<file path="src/rtl/clkgen_regs_pkg.sv">
package clkgen_regs_pkg;

    localparam int BYTE_W  = 8;
    localparam int NSTORE  = 6;   // indices 0..5 hold writable storage
    localparam int NREGS   = 8;   // indices 6 and 7 are constants
    localparam int FS_W    = 5;
    localparam int CODE_W  = 6;

    typedef enum logic [2:0] {
        ST_IDLE,
        ST_RX_BYTE,
        ST_RX_ACK,
        ST_TX_BYTE,
        ST_TX_ACK
    } bus_state_e;

    typedef enum logic [1:0] {
        PH_ADDR,
        PH_CMD,
        PH_CNT,
        PH_DATA
    } bus_phase_e;

    function automatic bus_phase_e phase_after(bus_phase_e p);
        case (p)
            PH_ADDR: return PH_CMD;
            PH_CMD:  return PH_CNT;
            default: return PH_DATA;
        endcase
    endfunction

    // Bits software may change, per storage index
    function automatic logic [BYTE_W-1:0] reg_wmask(int idx);
        case (idx)
            1:       return 8'h1F;
            4:       return 8'h6B;
            default: return 8'hFF;
        endcase
    endfunction

    // Power-up contents of the writable bits
    function automatic logic [BYTE_W-1:0] reg_default(int idx);
        case (idx)
            0:       return 8'h00;
            1:       return 8'h1E;
            2, 3:    return 8'hFF;
            4:       return 8'h6B;
            5:       return 8'h90;
            default: return 8'h00;
        endcase
    endfunction

endpackage

</file>
<file path="src/rtl/cgr_line_sync.sv">
module cgr_line_sync #(
    parameter int STAGES = 2
) (
    input  logic clk,
    input  logic rst_n,
    input  logic scl_i,
    input  logic sda_i,
    output logic sda_s_o,
    output logic scl_rise_o,
    output logic scl_fall_o,
    output logic start_o,
    output logic stop_o
);
    localparam int CH_W = STAGES + 1;   // synchronizer stages plus one history flop

    logic [CH_W-1:0] scl_ch, sda_ch;

    always_ff @(posedge clk or negedge rst_n) begin
        if (!rst_n) begin
            scl_ch <= '1;
            sda_ch <= '1;
        end else begin
            scl_ch <= {scl_ch[CH_W-2:0], scl_i};
            sda_ch <= {sda_ch[CH_W-2:0], sda_i};
        end
    end

    // [CH_W-2] is the synchronized value, [CH_W-1] the previous one
    logic scl_now, scl_old, sda_now, sda_old;
    assign scl_now = scl_ch[CH_W-2];
    assign scl_old = scl_ch[CH_W-1];
    assign sda_now = sda_ch[CH_W-2];
    assign sda_old = sda_ch[CH_W-1];

    assign sda_s_o    = sda_now;
    assign scl_rise_o = scl_now & ~scl_old;
    assign scl_fall_o = ~scl_now & scl_old;
    assign start_o    = scl_now & scl_old & sda_old & ~sda_now;
    assign stop_o     = scl_now & scl_old & ~sda_old & sda_now;

endmodule

</file>
<file path="src/rtl/cgr_bus_engine.sv">
module cgr_bus_engine
    import clkgen_regs_pkg::*;
#(
    parameter logic [6:0] ADDR  = 7'h69,
    parameter int         PTR_W = 4
) (
    input  logic              clk,
    input  logic              rst_n,
    input  logic              pdn_i,
    input  logic              sda_s_i,
    input  logic              scl_rise_i,
    input  logic              scl_fall_i,
    input  logic              start_i,
    input  logic              stop_i,
    output logic              sda_low_o,
    output logic              wr_en_o,
    output logic [PTR_W-1:0]  wr_idx_o,
    output logic [BYTE_W-1:0] wr_data_o,
    output logic [PTR_W-1:0]  rd_idx_o,
    input  logic [BYTE_W-1:0] rd_data_i
);
    localparam int CNT_W = $clog2(BYTE_W + 1);
    localparam logic [CNT_W-1:0] LAST_BIT = CNT_W'(BYTE_W - 1);
    localparam logic [CNT_W-1:0] FULL_CNT = CNT_W'(BYTE_W);

    bus_state_e         state_q, state_d;
    bus_phase_e         phase_q, phase_nx;
    logic [CNT_W-1:0]   bit_cnt_q;
    logic [PTR_W-1:0]   ptr_q, ptr_nx;
    logic [BYTE_W-1:0]  rx_q, tx_q, tx_next;
    logic               sda_low_q, wr_en_q;
    logic [PTR_W-1:0]   wr_idx_q;
    logic [BYTE_W-1:0]  wr_data_q;

    logic addr_hit, rx_done, rx_ack_ok, rx_ack_end, tx_bit_end, tx_ack_end, go_tx;

    assign addr_hit = (rx_q[BYTE_W-1:1] == ADDR);
    assign phase_nx = phase_after(phase_q);
    assign ptr_nx   = (phase_q != PH_DATA) ? ptr_q :
                      ((ptr_q == '1) ? ptr_q : ptr_q + 1'b1);
    assign rd_idx_o = ptr_nx;
    assign tx_next  = (phase_nx == PH_DATA) ? rd_data_i : '0;
    assign go_tx    = (phase_q == PH_ADDR) && rx_q[0];

    // Next-state logic and byte events
    always_comb begin
        state_d    = state_q;
        rx_done    = 1'b0;
        rx_ack_ok  = 1'b0;
        rx_ack_end = 1'b0;
        tx_bit_end = 1'b0;
        tx_ack_end = 1'b0;
        if (pdn_i || stop_i) begin
            state_d = ST_IDLE;
        end else if (start_i) begin
            state_d = ST_RX_BYTE;
        end else begin
            unique case (state_q)
                ST_IDLE: ;
                ST_RX_BYTE: begin
                    if (scl_fall_i && bit_cnt_q == FULL_CNT) begin
                        rx_done = 1'b1;
                        if (phase_q != PH_ADDR || addr_hit) begin
                            rx_ack_ok = 1'b1;
                            state_d   = ST_RX_ACK;
                        end else begin
                            state_d = ST_IDLE;
                        end
                    end
                end
                ST_RX_ACK: begin
                    if (scl_fall_i) begin
                        rx_ack_end = 1'b1;
                        state_d    = go_tx ? ST_TX_BYTE : ST_RX_BYTE;
                    end
                end
                ST_TX_BYTE: begin
                    if (scl_fall_i) begin
                        tx_bit_end = 1'b1;
                        if (bit_cnt_q == LAST_BIT) state_d = ST_TX_ACK;
                    end
                end
                ST_TX_ACK: begin
                    if (scl_rise_i && sda_s_i) begin
                        state_d = ST_IDLE;
                    end else if (scl_fall_i) begin
                        tx_ack_end = 1'b1;
                        state_d    = ST_TX_BYTE;
                    end
                end
                default: state_d = ST_IDLE;
            endcase
        end
    end

    // State register
    always_ff @(posedge clk or negedge rst_n) begin
        if (!rst_n) state_q <= ST_IDLE;
        else        state_q <= state_d;
    end

    // Datapath and line outputs
    always_ff @(posedge clk or negedge rst_n) begin
        if (!rst_n) begin
            phase_q   <= PH_ADDR;
            bit_cnt_q <= '0;
            ptr_q     <= '0;
            rx_q      <= '0;
            tx_q      <= '0;
            sda_low_q <= 1'b0;
            wr_en_q   <= 1'b0;
            wr_idx_q  <= '0;
            wr_data_q <= '0;
        end else begin
            wr_en_q <= 1'b0;
            if (pdn_i || stop_i) begin
                sda_low_q <= 1'b0;
            end else if (start_i) begin
                phase_q   <= PH_ADDR;
                bit_cnt_q <= '0;
                ptr_q     <= '0;
                sda_low_q <= 1'b0;
            end else begin
                unique case (state_q)
                    ST_RX_BYTE: begin
                        if (scl_rise_i && bit_cnt_q != FULL_CNT) begin
                            rx_q      <= {rx_q[BYTE_W-2:0], sda_s_i};
                            bit_cnt_q <= bit_cnt_q + 1'b1;
                        end
                        if (rx_ack_ok) begin
                            sda_low_q <= 1'b1;
                            if (phase_q == PH_DATA) begin
                                wr_en_q   <= 1'b1;
                                wr_idx_q  <= ptr_q;
                                wr_data_q <= rx_q;
                            end
                        end
                    end
                    ST_RX_ACK: begin
                        if (rx_ack_end) begin
                            bit_cnt_q <= '0;
                            phase_q   <= phase_nx;
                            ptr_q     <= ptr_nx;
                            if (go_tx) begin
                                tx_q      <= tx_next;
                                sda_low_q <= ~tx_next[BYTE_W-1];
                            end else begin
                                sda_low_q <= 1'b0;
                            end
                        end
                    end
                    ST_TX_BYTE: begin
                        if (tx_bit_end) begin
                            bit_cnt_q <= bit_cnt_q + 1'b1;
                            if (bit_cnt_q == LAST_BIT) begin
                                sda_low_q <= 1'b0;
                            end else begin
                                tx_q      <= {tx_q[BYTE_W-2:0], 1'b0};
                                sda_low_q <= ~tx_q[BYTE_W-2];
                            end
                        end
                    end
                    ST_TX_ACK: begin
                        if (tx_ack_end) begin
                            bit_cnt_q <= '0;
                            phase_q   <= phase_nx;
                            ptr_q     <= ptr_nx;
                            tx_q      <= tx_next;
                            sda_low_q <= ~tx_next[BYTE_W-1];
                        end
                    end
                    default: sda_low_q <= 1'b0;
                endcase
            end
        end
    end

    assign sda_low_o = sda_low_q;
    assign wr_en_o   = wr_en_q;
    assign wr_idx_o  = wr_idx_q;
    assign wr_data_o = wr_data_q;

    // the line is pulled only in acknowledge or transmit slots
    a_r13_sda_only_ack_or_tx: assert property (@(posedge clk) disable iff (!rst_n)
        sda_low_q |-> (state_q == ST_RX_ACK || state_q == ST_TX_BYTE));

    // a START restarts the byte and the register pointer
    a_r11_start_clears_pointer: assert property (@(posedge clk) disable iff (!rst_n)
        (start_i && !pdn_i && !stop_i) |=> (state_q == ST_RX_BYTE && ptr_q == '0 && bit_cnt_q == '0));

    // power-down holds the engine idle with the line released
    a_r12_pdn_holds_idle: assert property (@(posedge clk) disable iff (!rst_n)
        pdn_i |=> (state_q == ST_IDLE && !sda_low_q));

    // one register write strobe per received byte
    a_r3_write_single_pulse: assert property (@(posedge clk) disable iff (!rst_n)
        wr_en_q |=> !wr_en_q);

endmodule

</file>
<file path="src/rtl/cgr_reg_bank.sv">
module cgr_reg_bank
    import clkgen_regs_pkg::*;
#(
    parameter int               PTR_W = 4,
    parameter logic [BYTE_W-1:0] ID_HI = 8'h98,
    parameter logic [BYTE_W-1:0] ID_LO = 8'h21
) (
    input  logic              clk,
    input  logic              rst_n,
    input  logic              wr_en_i,
    input  logic [PTR_W-1:0]  wr_idx_i,
    input  logic [BYTE_W-1:0] wr_data_i,
    input  logic [PTR_W-1:0]  rd_idx_i,
    output logic [BYTE_W-1:0] rd_data_o,
    input  logic [FS_W-1:0]   strap_fs_i,
    input  logic              strap_apic_i,
    output logic [CODE_W-1:0] freq_code_o,
    output logic              tristate_o,
    output logic              spread_en_o,
    output logic              spread_quarter_o,
    output logic [2:0]        aux_en_o,
    output logic [7:0]        sdram_en_o,
    output logic [7:0]        pci_en_o,
    output logic [1:0]        hub_en_o,
    output logic              irqclk_en_o,
    output logic [1:0]        cpu_en_o
);
    logic [NSTORE-1:0][BYTE_W-1:0] store_q;
    logic [FS_W-1:0] fs_q;
    logic            apic_q, cap_done_q;

    // One-time strap capture after power-up reset
    always_ff @(posedge clk or negedge rst_n) begin
        if (!rst_n) begin
            fs_q       <= '0;
            apic_q     <= 1'b0;
            cap_done_q <= 1'b0;
        end else if (!cap_done_q) begin
            fs_q       <= strap_fs_i;
            apic_q     <= strap_apic_i;
            cap_done_q <= 1'b1;
        end
    end

    // Writable storage, one masked byte per index
    for (genvar gi = 0; gi < NSTORE; gi++) begin : g_store
        localparam logic [BYTE_W-1:0] WMASK = reg_wmask(gi);
        localparam logic [BYTE_W-1:0] RVAL  = reg_default(gi);
        always_ff @(posedge clk or negedge rst_n) begin
            if (!rst_n) begin
                store_q[gi] <= RVAL;
            end else if (wr_en_i && wr_idx_i == PTR_W'(gi)) begin
                store_q[gi] <= (store_q[gi] & ~WMASK) | (wr_data_i & WMASK);
            end
        end
    end

    // Readback with strap echoes merged in
    logic [BYTE_W-1:0] echo1, echo4;
    assign echo1 = {fs_q[3], fs_q[0], fs_q[2], 5'b0};
    assign echo4 = {apic_q, 2'b0, fs_q[4], 1'b0, fs_q[1], 2'b0};

    always_comb begin
        case (rd_idx_i)
            PTR_W'(0): rd_data_o = store_q[0];
            PTR_W'(1): rd_data_o = store_q[1] | echo1;
            PTR_W'(2): rd_data_o = store_q[2];
            PTR_W'(3): rd_data_o = store_q[3];
            PTR_W'(4): rd_data_o = store_q[4] | echo4;
            PTR_W'(5): rd_data_o = store_q[5];
            PTR_W'(6): rd_data_o = ID_HI;
            PTR_W'(7): rd_data_o = ID_LO;
            default:   rd_data_o = '0;
        endcase
    end

    // Control outputs
    assign freq_code_o      = store_q[0][3] ?
                              {store_q[0][1], store_q[0][2], store_q[0][7:4]} :
                              {1'b0, fs_q};
    assign tristate_o       = store_q[0][0];
    assign spread_en_o      = store_q[1][0];
    assign spread_quarter_o = store_q[1][1];
    assign aux_en_o         = store_q[1][4:2];
    assign sdram_en_o       = store_q[2];
    assign pci_en_o         = store_q[3];
    assign hub_en_o         = store_q[4][6:5];
    assign irqclk_en_o      = store_q[4][3];
    assign cpu_en_o         = store_q[4][1:0];

    // writes at read-only or absent indices leave storage untouched
    a_r9_ro_write_no_effect: assert property (@(posedge clk) disable iff (!rst_n)
        (wr_en_i && wr_idx_i >= PTR_W'(NSTORE)) |=> (store_q == $past(store_q)));

    // latched straps never move after capture
    a_r7_strap_hold: assert property (@(posedge clk) disable iff (!rst_n)
        (cap_done_q && $past(cap_done_q)) |-> ($stable(fs_q) && $stable(apic_q)));

    // the effective code moves only on a register write
    a_r4_code_stable: assert property (@(posedge clk) disable iff (!rst_n)
        (cap_done_q && $past(cap_done_q) && !$past(wr_en_i)) |-> $stable(freq_code_o));

endmodule

</file>
<file path="src/rtl/clkgen_i2c_regfile.sv">
module clkgen_i2c_regfile
    import clkgen_regs_pkg::*;
#(
    parameter logic [6:0] ADDR        = 7'h69,
    parameter int         PTR_W       = 4,
    parameter int         SYNC_STAGES = 2
) (
    input  logic        clk,
    input  logic        rst_n,
    input  logic        pdn_i,
    input  logic        scl_i,
    input  logic        sda_i,
    output logic        sda_low_o,
    input  logic [4:0]  strap_fs_i,
    input  logic        strap_apic_i,
    output logic [5:0]  freq_code_o,
    output logic        tristate_o,
    output logic        spread_en_o,
    output logic        spread_quarter_o,
    output logic [2:0]  aux_en_o,
    output logic [7:0]  sdram_en_o,
    output logic [7:0]  pci_en_o,
    output logic [1:0]  hub_en_o,
    output logic        irqclk_en_o,
    output logic [1:0]  cpu_en_o
);
    logic sda_s, scl_rise, scl_fall, start_det, stop_det;
    logic wr_en;
    logic [PTR_W-1:0]  wr_idx, rd_idx;
    logic [BYTE_W-1:0] wr_data, rd_data;

    cgr_line_sync #(.STAGES(SYNC_STAGES)) u_sync (
        .clk        (clk),
        .rst_n      (rst_n),
        .scl_i      (scl_i),
        .sda_i      (sda_i),
        .sda_s_o    (sda_s),
        .scl_rise_o (scl_rise),
        .scl_fall_o (scl_fall),
        .start_o    (start_det),
        .stop_o     (stop_det)
    );

    cgr_bus_engine #(.ADDR(ADDR), .PTR_W(PTR_W)) u_engine (
        .clk        (clk),
        .rst_n      (rst_n),
        .pdn_i      (pdn_i),
        .sda_s_i    (sda_s),
        .scl_rise_i (scl_rise),
        .scl_fall_i (scl_fall),
        .start_i    (start_det),
        .stop_i     (stop_det),
        .sda_low_o  (sda_low_o),
        .wr_en_o    (wr_en),
        .wr_idx_o   (wr_idx),
        .wr_data_o  (wr_data),
        .rd_idx_o   (rd_idx),
        .rd_data_i  (rd_data)
    );

    cgr_reg_bank #(.PTR_W(PTR_W)) u_bank (
        .clk              (clk),
        .rst_n            (rst_n),
        .wr_en_i          (wr_en),
        .wr_idx_i         (wr_idx),
        .wr_data_i        (wr_data),
        .rd_idx_i         (rd_idx),
        .rd_data_o        (rd_data),
        .strap_fs_i       (strap_fs_i),
        .strap_apic_i     (strap_apic_i),
        .freq_code_o      (freq_code_o),
        .tristate_o       (tristate_o),
        .spread_en_o      (spread_en_o),
        .spread_quarter_o (spread_quarter_o),
        .aux_en_o         (aux_en_o),
        .sdram_en_o       (sdram_en_o),
        .pci_en_o         (pci_en_o),
        .hub_en_o         (hub_en_o),
        .irqclk_en_o      (irqclk_en_o),
        .cpu_en_o         (cpu_en_o)
    );

endmodule

</file>
<file path="config.mk">
export PLATFORM = sky130hd
export DESIGN_NAME = clkgen_i2c_regfile
export DESIGN_NICKNAME = d
export VERILOG_FILES = /design/src/rtl/clkgen_regs_pkg.sv /design/src/rtl/cgr_line_sync.sv /design/src/rtl/cgr_bus_engine.sv /design/src/rtl/cgr_reg_bank.sv /design/src/rtl/clkgen_i2c_regfile.sv
export SDC_FILE = /design/constraint.sdc
export NUM_CORES = 1
export LEC_CHECK = 0
export BUFFER_PORTS_ARGS = -buffer_cell sky130_fd_sc_hd__buf_2
export CAP_MARGIN = 20
export CORE_MARGIN = 5
export CORE_UTILIZATION = 55
export CTS_CLUSTER_SIZE = 8
export DETAILED_ROUTE_END_ITERATION = 12
export HOLD_SLACK_MARGIN = 0.1
export PLACE_DENSITY = 0.74
export SYNTH_ARGS = -nofsm -noshare
export SYNTH_HDL_FRONTEND = slang
export SYNTH_SLANG_ARGS = --single-unit
export TNS_END_PERCENT = 1
</file>
<file path="constraint.sdc">
create_clock -name clk -period 6.2 [get_ports clk]
set_input_delay 1.24 -clock clk [delete_from_list [all_inputs] [get_ports clk]]
set_output_delay 1.24 -clock clk [all_outputs]
set_load 0.05 [all_outputs]
</file>
==> Word level (Yosys, flattened, before mapping) <==
Cells that the tools add are included.
{ "totals": {"output_inout_bits": 34, "ff_bits": 103} }
{ "op_classes": {"n_addsub": 2, "n_eq_ne": 44, "bitwise": 19, "reduce_logical": 27, "mux": 67} }
{ "ops": {"columns": ["cell", "n"], "rows": [
  ["$pmux W8 S8", 1],
  ["$mux W4", 10],
  ["$mux W7", 5],
  ["$ne A4 B2 Y1 const B", 8],
  ["$mux W1", 29],
  ["$eq A4 B3 Y1 const B", 7],
  ["$mux W3", 8],
  ["$pmux W7 S3", 1],
  ["$eq A4 B2 Y1 const B", 4],
  ["$or A8 B8 Y8", 2],
  ["$pmux W4 S4", 1],
  ["$ne A3 B2 Y1 const B", 5],
  ["$pmux W3 S5", 1],
  ["$reduce_and A4 Y1", 3],
  ["$reduce_and A6 Y1", 2],
  ["$logic_and A1 B1 Y1", 10],
  ["$mux W2", 5],
  ["$add A4 B1 Y4 const B", 2],
  ["$eq A4 B1 Y1 const B", 2],
  ["$eq A4 B4 Y1 const B", 2],
  ["$logic_not A4 Y1", 2],
  ["$mux W8", 1],
  ["$ne A2 B1 Y1 const B", 4],
  ["$not A1 Y1", 8],
  ["24 further kinds", 36]
]} }

==> Logic depth before layout (Yosys ltp) <==
{ "logic_depth": {"ltp_word": 12, "ltp_mapped": 9} }

==> By module <==
From an unflattened synthesis, not the netlist that was laid out.
{ "hier_totals": {"cells_unflattened": 440, "hier_area_um2": 5122.4} }
{ "by_module_without_submodules": {"columns": ["mod", "seq_area_each_um2", "instances", "area_per_inst_um2", "cells_per_inst"], "rows": [
  ["cgr_reg_bank", 1260.0, 1, 2637.5, 211],
  ["cgr_bus_engine", 1051.0, 1, 2294.7, 219],
  ["cgr_line_sync", 157.7, 1, 190.2, 10]
]} }

==> Worst setup path after synthesis <==
No wires, ideal clock.
{ "synth_path": {"path_kind": "input port to flip-flop", "startpoint": "in pdn_i", "endpoint": "reg u_engine.wr_data_q[0], in the netlist u_engine.wr_data_o[0]", "t_required_ns": 6.075, "n_path_buf": 1, "path_stages": 4, "path_slack_ns": 3.548, "arrival_time_ns": 2.527, "cell_sequence": "a31o_2 > nor4_1 > buf_2 > mux2_2"} }
{ "synth_via": {"elab_chain_len": 3, "word_cells_on_any_way": 4, "cone_classes": "mux (1); bitwise (1); reduce/logical (2)"} }
{ "synth_lines": {"columns": ["element", "line", "text"], "rows": [
  ["start: declaration", "clkgen_i2c_regfile.sv:10", "input logic pdn_i,"],
  ["$logic_or A1 B1 Y1 (*)", "cgr_bus_engine.sv:53, cgr_bus_engine.sv:116", null],
  ["$mux W1 / $not A1 Y1 (equally long branches)", null, null],
  ["$reduce_and A5 Y1 (no source line) (*)", null, null],
  ["end signal: assignment", "cgr_bus_engine.sv:135", "wr_data_q <= rx_q;"],
  ["end: declaration", "cgr_bus_engine.sv:33", "logic [BYTE_W-1:0] wr_data_q;"]
]} }
Mark *: on every way between the ends. The rest lies on a longest branch, timed or not.
A chain may end at the register's enable or synchronous reset.

==> Final worst setup path <==
{ "layout_path": {"startpoint": "reg u_engine.ptr_q[0]", "endpoint": "reg u_engine.sda_low_q, in the netlist u_engine.sda_low_o"} }
{ "layout_via": {"elab_chain_len": 12, "word_cells_on_any_way": 21, "cone_classes": "add/sub (1); eq/ne (8); mux (10); bitwise (1); reduce/logical (1)"} }
{ "layout_lines": {"columns": ["element", "line", "text"], "rows": [
  ["start: declaration", "cgr_bus_engine.sv:29", "logic [PTR_W-1:0] ptr_q, ptr_nx;"],
  ["start signal: assignment", "cgr_bus_engine.sv:143", "ptr_q <= ptr_nx;"],
  ["start signal: assignment", "cgr_bus_engine.sv:167", "ptr_q <= ptr_nx;"],
  ["$add A4 B1 Y4 / $eq A4 B4 Y1 (equally long branches)", "cgr_bus_engine.sv:40", "((ptr_q == '1) ? ptr_q : ptr_q + 1'b1);"],
  ["$mux W4", "cgr_bus_engine.sv:40", null],
  ["$mux W4 (*)", "cgr_bus_engine.sv:39", "assign ptr_nx = (phase_q != PH_DATA) ? ptr_q :"],
  ["$eq A4 B3 Y1, or another cell as far along", "cgr_reg_bank.sv:64", "case (rd_idx_i)"],
  ["$pmux W8 S8 (*)", "cgr_reg_bank.sv:64", null],
  ["$mux W8 (*)", "cgr_bus_engine.sv:42", "assign tx_next = (phase_nx == PH_DATA) ? rd_data_i : '0;"],
  ["$not A1 Y1 (*)", "cgr_bus_engine.sv:146, cgr_bus_engine.sv:169", null],
  ["$mux W1", "cgr_bus_engine.sv:144", "if (go_tx) begin"],
  ["$mux W1", "cgr_bus_engine.sv:140", "if (rx_ack_end) begin"],
  ["$pmux W1 S4 (*)", "cgr_bus_engine.sv:124", "unique case (state_q)"],
  ["$mux W1 (*)", "cgr_bus_engine.sv:118", "end else if (start_i) begin"],
  ["$mux W1 (*)", "cgr_bus_engine.sv:116", "if (pdn_i || stop_i) begin"],
  ["end signal: assignment", "cgr_bus_engine.sv:146", "sda_low_q <= ~tx_next[BYTE_W-1];"],
  ["end signal: assignment", "cgr_bus_engine.sv:159", "sda_low_q <= ~tx_q[BYTE_W-2];"],
  ["end signal: assignment", "cgr_bus_engine.sv:169", "sda_low_q <= ~tx_next[BYTE_W-1];"],
  ["end: declaration", "cgr_bus_engine.sv:31", "logic sda_low_q, wr_en_q;"]
]} }
Mark *: on every way between the ends. The rest lies on a longest branch, timed or not. The select of a mux whose other input is x is not followed.

==> flow_summary.json <==
{
  "cp.buffers_inverters": 0,
  "power_switching_uw": 643,
  "cts_hold_buf": 0,
  "initial_core_util": 0.569,
  "antenna_found_initial": 0,
  "crit_slowest_cell": "dfrtp_1",
  "intPower_uw": 983,
  "yosys_register_bits": 97,
  "synth_top_area_frac": 0.302,
  "dp.cells": 620,
  "regToRegStartpoint": "u_engine.ptr_q[0]",
  "yosys_warnings": 0,
  "clkSinkCount": 97,
  "path_cells": "ha_1 > nand3_1 > a21oi_1 > mux2_2 > a211oi_1 > o221ai_1 > a21oi_1",
  "pwr-share-clk": 0.250,
  "status": "complete, no violations",
  "syn_nets": 507,
  "rrSetupSlack_ps": 3020,
  "critPathRequiredTime_ps": 6470,
  "dpl_worst_slack_ps": 3140,
  "critPathLaunchType": "register",
  "rows": 35,
  "grt_setup_unrepaired": "false",
  "p_comb_frac": 0.294,
  "antenna_left": 0,
  "r2r_cells": 7,
  "r2r-end": "u_engine.sda_low_o",
  "whs_path_depth": 0,
  "slew_headroom": 0.376,
  "fmax_mhz": 315,
  "skew_ps": 15.1,
  "routed_wl_um": 13100,
  "critPathArrivalTime_ps": 3440,
  "ys_types": 70,
  "synthCells": 493,
  "io_pins": 45,
  "maxCapViolCount": 0,
  "power_density_nw_per_um2": 289,
  "synth.most_common_cell": "mux2_2",
  "cts_made_buffers": 9,
  "grt_pass1_wl_um": 21000,
  "vias": 4000,
  "chipHeight_um": 108,
  "routabilityCongestion": 0.985,
  "dpl.hpwl_um": 9460,
  "period_share": 0.512,
  "wire_per_inst_um": 20.5,
  "cp_max_fo": 27,
  "postCtsResizedCells": 0,
  "post_cts_buffers": 0,
  "grt_pass1_vias": 3845,
  "viasPerCell": 6.29,
  "clk_pin_slew_worst_paths_ps": 110,
  "synth_edf_count": 0,
  "end_kind": "register",
  "yosysTopAreaCell": "dfrtp_1",
  "final_core_util": 0.603,
  "vdd_ir_drop_max_mv": 0.189,
  "fin_tns_setup_ps": 0,
  "clock_path_buffers": 2,
  "critical-path-max-stage-delay_ps": 870,
  "core_um2": 9330,
  "synthTopCellsByCount": "74 x mux2_2, 64 x dfrtp_1, 33 x dfstp_2",
  "grt_use_total": 0.233,
  "area_growth_pct": 6.08,
  "ys_top_cells_by_area": "dfrtp_1 30%, dfstp_2 16%, mux2_2 16%, buf_4 3.4%, a21oi_1 2.5%",
  "synthFlopType": "dfrtp_1",
  "die_x_um": 108,
  "dieArea_um2": 11700,
  "drc": 0,
  "synth.avg_cell_area_um2": 10.8,
  "cts_htree_levels": 3,
  "cts_root_buf": "clkbuf_8",
  "fin_cells": 636,
  "drive_gt1_frac": 0.355,
  "netlist_area_um2": 5310,
  "io_buffers": 44,
  "fin_nets": 516,
  "worstHoldStart": "u_sync.sda_ch[0]",
  "drv_slew": 0,
  "power_switching_share": 0.395,
  "first_pass_iters": 5,
  "worst_pin_slew_ps": 933,
  "hold_viol_final": 0,
  "cts_tree": "built",
  "finalSetupViolCount": 0,
  "hold_path.class": "reg -> reg",
  "gr-total-overflow": 0,
  "n_antenna_cell": 0,
  "critPathKind": "reg -> reg",
  "synth_seq_area_share": 0.465,
  "clock_latency_ps": 380,
  "grt_max_degree": 55,
  "fin_ws_ps": 3020,
  "synthArstFlopShare": 1.00,
  "drt_iter0_drc": 435,
  "seqPwrFrac": 0.456,
  "fin_crit_ps": 3180,
  "hold-path-endpoint": "u_sync.sda_ch[1]",
  "critPathTopFamily": "compound AO/OA/AOI/OAI gates",
  "crit_top_cell": "a21oi_1",
  "p_leak_uw": 0.00252
}
cell usage in the layout, fill, tap and decap left out, types with 8 or more instances in the layout:
| cell | count |
|---|---|
| nor2_1 | 29 |
| a21oi_1 | 26 |
| mux2i_1 | 8 |
| clkbuf_8 | 9 |
| nand2_1 | 29 |
| a221oi_1 | 11 |
| buf_2 | 43 |
| nand3b_1 | 8 |
| inv_1 | 12 |
| o21ai_0 | 19 |
| dfrtp_1 | 64 |
| dfstp_2 | 33 |
| mux2_2 | 74 |
| nand3_1 | 14 |
cell families after synthesis:
logic type	count (synthesis)	synth area share
compound gates	115	0.152
xor+xnor	3	0.00637
fa+ha+maj	3	0.00708
buf+inv	63	0.0656
flops	97	0.465
mux	83	0.174
other cells	1	0.000707
simple gates	128	0.128
per-layer routing:
metal / vias up / part of all wire / routed length [um] / GRT usage
met1: 2005 / 0.46 / 5980 / 0.332
met5: - / 0 / 0 / 0
li1: 1828 / - / - / -
met4: 0 / 0.0091 / 119 / 0.0577
met3: 10 / 0.061 / 798 / 0.0490
met2: 157 / 0.47 / 6160 / 0.366
stage by stage:
step / hold WS (ps) / power, uW / instance area, um2
3_5_place_dp: 347 / 1210 / 5430
6_report: 355 / 1630 / 5630
3_3_place_gp: 345 / 1200 / 5430
5_1_grt: 366 / 1710 / 5630
2_1_floorplan: 345 / 1090 / 5310
4_1_cts: 358 / 1620 / 5630
worst max path at each step:
stage                            startpoint                    end  slack (ps)  depth (start not counted)
after floorplan                       pdn_i  u_engine.wr_data_o[0]        3550                          4
after global placement    u_engine.ptr_q[0]     u_engine.sda_low_o        3240                          7
after detailed placement  u_engine.ptr_q[0]     u_engine.sda_low_o        3140                          7
after CTS                 u_engine.ptr_q[0]     u_engine.sda_low_o        3120                          7
after global routing      u_engine.ptr_q[0]     u_engine.sda_low_o        2830                          7
final                     u_engine.ptr_q[0]     u_engine.sda_low_o        3020                          7
layout make-up:
cell class	count	area (um2)
clock buffers	9	124
clock inverters	7	77.6
fillers	802	3700
inverters	13	48.8
multi-input cells	333	2490
flip-flops and latches	97	2470
well taps	129	161
repair buffers	48	253
power by group through the flow:
stage / clock (uW) / sequential [uW] / combinational, uW
2_1_floorplan: 0 / 693 / 395
3_3_place_gp: 0 / 745 / 457
3_5_place_dp: 0 / 748 / 464
4_1_cts: 419 / 737 / 466
5_1_grt: 446 / 746 / 518
6_report: 406 / 741 / 478
sequential cells by signal (all words and copies together), names as in the netlist, 3 cells and up:
name                flops
u_engine.rx_q           8
u_sync.scl_ch           3
u_bank.sdram_en_o       8
u_bank.pci_en_o         8
u_engine.wr_idx_o       4
u_bank.store_q         15
u_bank.aux_en_o         3
u_sync.sda_ch           3
u_engine.state_q        3
u_engine.bit_cnt_q      4
u_engine.tx_q           7
u_engine.wr_data_o      8
u_engine.ptr_q          4
u_bank.fs_q             5
Note: power is estimated with default switching activity, not from simulation.
